[src/rtl/memtap_pkg.sv]
package memtap_pkg;
   localparam int IR_W = 3;

   typedef enum logic [3:0] {
      ST_RESET, ST_IDLE,
      ST_SEL_DR, ST_CAP_DR, ST_SH_DR, ST_EX1_DR, ST_PAU_DR, ST_EX2_DR, ST_UPD_DR,
      ST_SEL_IR, ST_CAP_IR, ST_SH_IR, ST_EX1_IR, ST_PAU_IR, ST_EX2_IR, ST_UPD_IR
   } tap_state_e;

   localparam logic [IR_W-1:0] OP_EXTEST = 3'b000;
   localparam logic [IR_W-1:0] OP_IDENT  = 3'b001;
   localparam logic [IR_W-1:0] OP_SAMPLE = 3'b100;
   localparam logic [IR_W-1:0] OP_BYPASS = 3'b111;
endpackage

[src/rtl/memtap_fsm.sv]
module memtap_fsm
   import memtap_pkg::*;
(
   input  logic       tck,
   input  logic       rst_n,
   input  logic       tms,
   output tap_state_e state
);
   tap_state_e nxt;

   always_comb begin
      unique case (state)
         ST_RESET:  nxt = tms ? ST_RESET  : ST_IDLE;
         ST_IDLE:   nxt = tms ? ST_SEL_DR : ST_IDLE;
         ST_SEL_DR: nxt = tms ? ST_SEL_IR : ST_CAP_DR;
         ST_CAP_DR: nxt = tms ? ST_EX1_DR : ST_SH_DR;
         ST_SH_DR:  nxt = tms ? ST_EX1_DR : ST_SH_DR;
         ST_EX1_DR: nxt = tms ? ST_UPD_DR : ST_PAU_DR;
         ST_PAU_DR: nxt = tms ? ST_EX2_DR : ST_PAU_DR;
         ST_EX2_DR: nxt = tms ? ST_UPD_DR : ST_SH_DR;
         ST_UPD_DR: nxt = tms ? ST_SEL_DR : ST_IDLE;
         ST_SEL_IR: nxt = tms ? ST_RESET  : ST_CAP_IR;
         ST_CAP_IR: nxt = tms ? ST_EX1_IR : ST_SH_IR;
         ST_SH_IR:  nxt = tms ? ST_EX1_IR : ST_SH_IR;
         ST_EX1_IR: nxt = tms ? ST_UPD_IR : ST_PAU_IR;
         ST_PAU_IR: nxt = tms ? ST_EX2_IR : ST_PAU_IR;
         ST_EX2_IR: nxt = tms ? ST_UPD_IR : ST_SH_IR;
         ST_UPD_IR: nxt = tms ? ST_SEL_DR : ST_IDLE;
         default:   nxt = ST_RESET;
      endcase
   end

   always_ff @(posedge tck or negedge rst_n) begin
      if (!rst_n) state <= ST_RESET;
      else        state <= nxt;
   end

   // run of consecutive high tms samples, saturating at five
   logic [2:0] tms_run;
   always_ff @(posedge tck or negedge rst_n) begin
      if (!rst_n)            tms_run <= 3'd0;
      else if (!tms)         tms_run <= 3'd0;
      else if (tms_run != 5) tms_run <= tms_run + 3'd1;
   end

   assert_five_tms_reset_R1: assert property (@(posedge tck) disable iff (!rst_n)
      (tms_run == 3'd5) |-> (state == ST_RESET));
endmodule

[src/rtl/memtap_ir.sv]
module memtap_ir
   import memtap_pkg::*;
(
   input  logic            tck,
   input  logic            rst_n,
   input  logic            tdi,
   input  tap_state_e      state,
   output logic [IR_W-1:0] ir,
   output logic            ir_lsb
);
   logic [IR_W-1:0] sr;

   always_ff @(posedge tck or negedge rst_n) begin
      if (!rst_n) begin
         sr <= '0;
         ir <= OP_IDENT;
      end else begin
         case (state)
            ST_RESET:  ir <= OP_IDENT;
            ST_CAP_IR: sr <= {{(IR_W-2){1'b0}}, 2'b01};
            ST_SH_IR:  sr <= {tdi, sr[IR_W-1:1]};
            ST_UPD_IR: ir <= sr;
            default:   ;
         endcase
      end
   end

   assign ir_lsb = sr[0];

   assert_capture_pattern_R2: assert property (@(posedge tck) disable iff (!rst_n)
      (state == ST_CAP_IR) |=> (sr[1:0] == 2'b01));
   assert_reset_ident_R1: assert property (@(posedge tck) disable iff (!rst_n)
      (state == ST_RESET) |=> (ir == OP_IDENT));
endmodule

[src/rtl/memtap_dr.sv]
module memtap_dr
   import memtap_pkg::*;
#(
   parameter int          BSR_LEN  = 89,
   parameter logic [31:0] ID_VALUE = 32'h2B61_4069
) (
   input  logic               tck,
   input  logic               rst_n,
   input  logic               tdi,
   input  tap_state_e         state,
   input  logic [IR_W-1:0]    ir,
   input  logic [BSR_LEN-1:0] pins_in,
   output logic               dr_lsb,
   output logic [BSR_LEN-1:0] bsr_upd
);
   localparam int ID_W = 32;

   logic               sel_bsr, sel_id, sel_byp;
   logic               byp;
   logic [ID_W-1:0]    id_sr;
   logic [BSR_LEN-1:0] bsr_sr;

   assign sel_bsr = (ir == OP_EXTEST) || (ir == OP_SAMPLE);
   assign sel_id  = (ir == OP_IDENT);
   assign sel_byp = !sel_bsr && !sel_id;

   always_ff @(posedge tck or negedge rst_n) begin
      if (!rst_n) begin
         byp     <= 1'b0;
         id_sr   <= ID_VALUE;
         bsr_sr  <= '0;
         bsr_upd <= '0;
      end else begin
         case (state)
            ST_CAP_DR: begin
               if (sel_bsr)     bsr_sr <= pins_in;
               else if (sel_id) id_sr  <= ID_VALUE;
               else             byp    <= 1'b0;
            end
            ST_SH_DR: begin
               if (sel_bsr)     bsr_sr <= {tdi, bsr_sr[BSR_LEN-1:1]};
               else if (sel_id) id_sr  <= {tdi, id_sr[ID_W-1:1]};
               else             byp    <= tdi;
            end
            ST_UPD_DR: if (sel_bsr) bsr_upd <= bsr_sr;
            default: ;
         endcase
      end
   end

   assign dr_lsb = sel_bsr ? bsr_sr[0] : (sel_id ? id_sr[0] : byp);

   assert_bypass_capture_R4: assert property (@(posedge tck) disable iff (!rst_n)
      (state == ST_CAP_DR && sel_byp) |=> (byp == 1'b0));
   assert_update_hold_R7: assert property (@(posedge tck) disable iff (!rst_n)
      (state != ST_UPD_DR) |=> $stable(bsr_upd));
endmodule

[src/rtl/memtap_top.sv]
module memtap_top
   import memtap_pkg::*;
#(
   parameter int          BSR_LEN  = 89,
   parameter logic [31:0] ID_VALUE = 32'h2B61_4069,
   parameter int          TRI_POS  = 0,
   parameter bit          USE_TRST = 1'b1
) (
   input  logic               tck,
   input  logic               trst_n,
   input  logic               tms,
   input  logic               tdi,
   output logic               tdo,
   output logic               tdo_oe,
   input  logic [BSR_LEN-1:0] pin_capture,
   output logic [BSR_LEN-1:0] pin_update,
   output logic               extest_mode,
   input  logic               core_oe,
   output logic               dq_oe
);
   // elaboration-time parameter checks
   if (BSR_LEN != 89 && BSR_LEN != 138) begin : g_bad_len
      $error("memtap_top: BSR_LEN must be 89 or 138");
   end
   if (ID_VALUE[0] != 1'b1) begin : g_bad_id
      $error("memtap_top: ID_VALUE bit 0 must be 1");
   end
   if (TRI_POS < 0 || TRI_POS >= BSR_LEN) begin : g_bad_tri
      $error("memtap_top: TRI_POS outside boundary register");
   end

   logic rst_n;
   if (USE_TRST) begin : g_trst
      assign rst_n = trst_n;
   end else begin : g_no_trst
      assign rst_n = 1'b1;
   end

   tap_state_e      state;
   logic [IR_W-1:0] ir;
   logic            ir_lsb, dr_lsb;

   memtap_fsm u_fsm (.tck(tck), .rst_n(rst_n), .tms(tms), .state(state));

   memtap_ir u_ir (.tck(tck), .rst_n(rst_n), .tdi(tdi), .state(state),
                   .ir(ir), .ir_lsb(ir_lsb));

   memtap_dr #(.BSR_LEN(BSR_LEN), .ID_VALUE(ID_VALUE)) u_dr (
      .tck(tck), .rst_n(rst_n), .tdi(tdi), .state(state), .ir(ir),
      .pins_in(pin_capture), .dr_lsb(dr_lsb), .bsr_upd(pin_update));

   always_ff @(negedge tck or negedge rst_n) begin
      if (!rst_n) begin
         tdo    <= 1'b0;
         tdo_oe <= 1'b0;
      end else begin
         tdo    <= (state == ST_SH_IR) ? ir_lsb : dr_lsb;
         tdo_oe <= (state == ST_SH_IR) || (state == ST_SH_DR);
      end
   end

   assign extest_mode = (ir == OP_EXTEST);
   assign dq_oe       = extest_mode ? pin_update[TRI_POS] : core_oe;

   assert_oe_only_shift_R9: assert property (@(posedge tck) disable iff (!rst_n)
      tdo_oe |-> (state == ST_SH_IR || state == ST_SH_DR));
endmodule

[config.mk]
export PLATFORM = sky130hd
export DESIGN_NAME = memtap_top
export DESIGN_NICKNAME = d
export VERILOG_FILES = /design/src/rtl/memtap_pkg.sv /design/src/rtl/memtap_fsm.sv /design/src/rtl/memtap_ir.sv /design/src/rtl/memtap_dr.sv /design/src/rtl/memtap_top.sv
export SDC_FILE = /design/constraint.sdc
export NUM_CORES = 1
export LEC_CHECK = 0
export ABC_CLOCK_PERIOD_IN_PS = 4850
export BUFFER_PORTS_ARGS = -buffer_cell sky130_fd_sc_hd__buf_4
export CAP_MARGIN = 10
export CORE_ASPECT_RATIO = 0.6
export CORE_MARGIN = 4
export CORE_UTILIZATION = 45
export CTS_CLUSTER_SIZE = 14
export DETAILED_ROUTE_END_ITERATION = 12
export PLACE_DENSITY = 0.63
export SLEW_MARGIN = 5
export SYNTH_ARGS = -nofsm -noshare
export SYNTH_HDL_FRONTEND = slang
export SYNTH_SLANG_ARGS = --single-unit
[constraint.sdc]
create_clock -name tck -period 4.85 [get_ports tck]
set_input_delay 0 -clock tck [delete_from_list [all_inputs] [get_ports tck]]
set_output_delay 0 -clock tck [all_outputs]
set_load 0.005 [all_outputs]
# ---- Word-level counts from Yosys, hierarchy flattened
# Index checks and enable logic that the tools add are counted.
dict set report op_classes {
  n_eq_ne 25
  muxes 32
  n_reduce_logical 14
}
# cell n
set op_table {}
lappend op_table {{89-bit 2-to-1 mux} 2}
lappend op_table {{89-bit case mux with 2 select lines} 1}
lappend op_table {{32-bit 2-to-1 mux} 4}
lappend op_table {{32-bit case mux with 2 select lines} 1}
lappend op_table {{4-bit case mux with 12 select lines} 1}
lappend op_table {{4-bit equality test, second input constant} 8}
lappend op_table {{4-bit by 3-bit equality test with 1-bit output, second input constant} 4}
lappend op_table {{4-bit 2-to-1 mux} 4}
lappend op_table {{3-bit case mux with 2 select lines} 2}
lappend op_table {{1-bit 2-to-1 mux} 11}
lappend op_table {{5-bit AND reduction} 2}
lappend op_table {{4-bit by 2-bit equality test with 1-bit output, second input constant} 2}
lappend op_table {{2-bit by 1-bit != test with 1-bit output, second input constant} 4}
lappend op_table {{2-bit != test, second input constant} 4}
lappend op_table {{2-bit 2-to-1 mux} 3}
lappend op_table {{3-bit 2-to-1 mux} 2}
lappend op_table {{2-bit nonzero test} 3}
lappend op_table {{4-bit by 1-bit equality test with 1-bit output, second input constant} 1}
lappend op_table {{4-bit zero test} 1}
lappend op_table {{2-bit OR reduction} 2}
lappend op_table {{3-bit by 1-bit equality test with 1-bit output, second input constant} 1}
lappend op_table {{3-bit equality test, second input constant} 1}
lappend op_table {{3-bit zero test} 1}
lappend op_table {{3-bit AND reduction} 1}
lappend op_table {{other kinds (4)} 5}
dict set report totals {
  ff_bits 223
  in_bits 94
  elab_cells 80
}

# ---- Depth between registers and ports, before layout
dict set report logic_depth {
  word_depth 4
  depth_mapped 8
  ltp_nobuf 4
}

# ---- Cells and area by module
# From an unflattened synthesis, not the netlist that was laid out.
dict set report unflattened {
  cells_unflattened 643
  area_unflattened_um2 9572.9
}
# mod n_inst cells_each area_per_inst_um2 seq_area_each_um2
set modules_own_cells {}
lappend modules_own_cells {memtap_dr 1 566 8872.3 5295.1}
lappend modules_own_cells {memtap_fsm 1 40 315.3 100.1}
lappend modules_own_cells {memtap_ir 1 29 280.3 151.4}
lappend modules_own_cells {memtap_top 1 8 105.1 50.0}

==> impl_results.md <==
* Detail Placement HPWL at 14.57 mm
* Post-CTS Hold Buffers at 93
* Layout area overhead at 35.08%
* DRT Pass-1 Iters at 4
* Total track usage at 0.1903
* Footprint of the multi-input gates at 3401 sq um
* GRT overflow at 0
* Share of the synthesized area in the top cell type at 0.5619
* Final Slew Violations at 0
* Max-cap violations at 0
* Crit path DAT at 1.73 ns
* First-pass GRT wire length at 36.65 mm
* Width of the die at 193.2 um
* Synthesized area at 9263 sq um
* Vias in the first global route at 6908
* Cell taking the most area after synthesis: dfrtp_1
* Starting DRT DRC Count at 419
* DR vias/cell at 5.087
* Distinct cells, synth at 37
* Post-CTS Resized at 0
* WL final at 22.40 mm
* Mapped Nets at 838
* Setup tns final at 0 ns
* Initial antenna violation count at 1
* CP endpoint kind: register
* Number of clock sinks at 223
* Register area at 5597 sq um
* Routability cong. at 0.8034
* Mapped Avg Cell Area at 12.45 sq um
* H-tree levels at 1
* Layout cells sized above 1 at 0.3294
* Initial core utilization at 0.4604
* Core area at 20120 sq um
* Pleak at 6.015 nW
* Worst EP required at 2.77 ns
* Synth cell count leaders: dfrtp_1 (208), nand2_1 (100), mux2_2 (90), mux2i_1 (89), o21ai_0 (82)
* Setup CP Type: reg -> reg
* Slew margin rel. at 0.3157
* Ys flop type: dfrtp_1
* Asr flop ratio synth at 1.000
* Ys Warns at 0
* Cells after synthesis at 744
* Rows at 40
* Routed WL per cell at 17.31 um
* Type of origin of the critical path: register
* Pwr dens at 583.7 nW/um^2
* Die area at 23020 sq um
* Largest net degree at the start of global routing at 117
* Setup violators final at 0
* Post-synthesis sequential element count at 223
* Maximum VDD drop at 0.0002709 V
* CTS max path bufs at 3
* Root buffer cell: clkbuf_16
* Fill count at 1594
* CTS tree: yes
* Die height at 119.1 um
* Cell count after placement at 1160
* Drc violations at 0
* Ranking of synthesized cells by area: dfrtp_1 (56%), mux2_2 (11%), mux2i_1 (9.6%)
* Fin. Hold Viols at 0
* Clock transition at path regs at 0.06 ns
* Vias at 6583
* Post-CTS Setup Bufs at 0
* Io pins at 187
* Highest cell delay on the worst timing path at 0.60 ns
* Clock skew at 0.01697 ns
* Clock Latency Late Sink at 0.51 ns
* R2R cell count at 4
* Finished Layout Cells at 1294
* Slowest CP cell: dfrtp_1
* Post-synth EDFFs at 0
* Fin nets at 1098
* Post-synthesis sequential area ratio at 0.6042
* Count leader, synth: dfrtp_1
* Post-route ant nets at 0
* Hold slack at 0.08010 ns
* Status: completed
* RSZ-0062 raised after global routing: no
* Crit-path max FO at 12
* Worst slew pin tran at 1.026 ns
* Num CTS Buffers at 22
* Port bufs at 186
* Crit path cell chain: and2b_1, nand3_1, nor2_1, a31oi_1
* HP Class: in -> async
==> report_power, final <==
group,total (mW),internal (mW),leakage (nW),switching [mW]
clock network,1.74,1.04,0.369,0.699
logic,2.19,1.23,2.97,0.952
registers,3.38,2.73,2.67,0.643
==> sequential cells by signal (all words and copies together) (netlist names) <==
| register | flops |
|---|---|
| u_dr.bsr_upd | 89 |
| u_dr.byp | 1 |
| u_dr.bsr_sr | 89 |
| u_dr.id_sr | 32 |
| u_ir.sr | 3 |
| u_ir.ir | 3 |
| tdo | 1 |
| u_fsm.state | 4 |
| tdo_oe | 1 |
==> per-stage QoR <==
step	power [mW]	area (sq um)	util	worst slack (ns)
floorplan	4.479	9263	-	1.066
global placement	5.374	10830	0.5385	1.172
detailed placement	5.522	10830	0.5385	1.084
CTS	7.366	12510	0.6218	1.084
global route	7.774	12510	0.6219	0.9552
finish	7.303	12510	0.6219	1.035
==> placed cells by master, fill, tap and decap left out, types with 2 or more instances in the layout <==
master and instances:
a21oi_1 10, a22o_1 20, a31oi_1 2, buf_4 192
bufinv_16 2, clkbuf_1 6, clkbuf_16 23, clkbuf_8 4
clkinv_2 4, dfrtn_1 2, dfrtp_1 208, dfstp_2 13
dlygate4sd3_1 93, inv_1 5, mux2_2 90, mux2i_1 89
nand2_1 100, nand2b_1 3, nand3_1 4, nor2_1 10
nor2b_1 2, nor3_1 3, o21ai_0 81, o21ai_1 22
o22a_1 12, o22ai_1 4
==> critical path, delay by kind of cell, from the launching register on <==
family	cells	cell delay, ns
and+or+nand+nor	3	0.60
DFF	1	0.60
AOI/OAI and AO/OA	1	0.05
==> cell type report <==
class | instances | area share
antenna | 1 | 0.0002000
clock buffer | 33 | 0.05220
clock inverter | 7 | 0.007300
inverter | 5 | 0.001500
multi-input combinational | 465 | 0.2718
sequential | 223 | 0.4473
tap | 273 | 0.02730
timing repair buffer | 287 | 0.1924
==> logic make-up after synthesis <==
kind of cell	after synthesis	share of synthesized area
flops	223	0.6042
simple gates	130	0.06038
buf+inv	56	0.03026
compound gates	156	0.09955
mux	179	0.2056
==> path summary, 6_finish.rpt <==
| check | from | end | slack (ns) |
|---|---|---|---|
| min reg2reg | u_dr.id_sr[31] | u_dr.id_sr[31] | 0.50 |
| max reg2reg | u_fsm.state[3] | tdo | 1.04 |
| max in group asynchronous | trst_n | tdo_oe | 2.01 |
| max | u_fsm.state[3] | tdo | 1.04 |
| min | trst_n | u_dr.bsr_sr[81] | 0.08 |
| min in group tck | core_oe | dq_oe | 0.30 |
==> metal layers <==
layer | up-vias | part of all wire | track usage | routed length, um
li1 | 3144 | - | - | -
met1 | 3215 | 0.48 | 0.2793 | 10710
met2 | 183 | 0.45 | 0.2918 | 10030
met3 | 41 | 0.052 | 0.04213 | 1166
met4 | 0 | 0.022 | 0.04377 | 497
met5 | - | 0 | 0 | 0
Power figures use the tool's default switching activity.
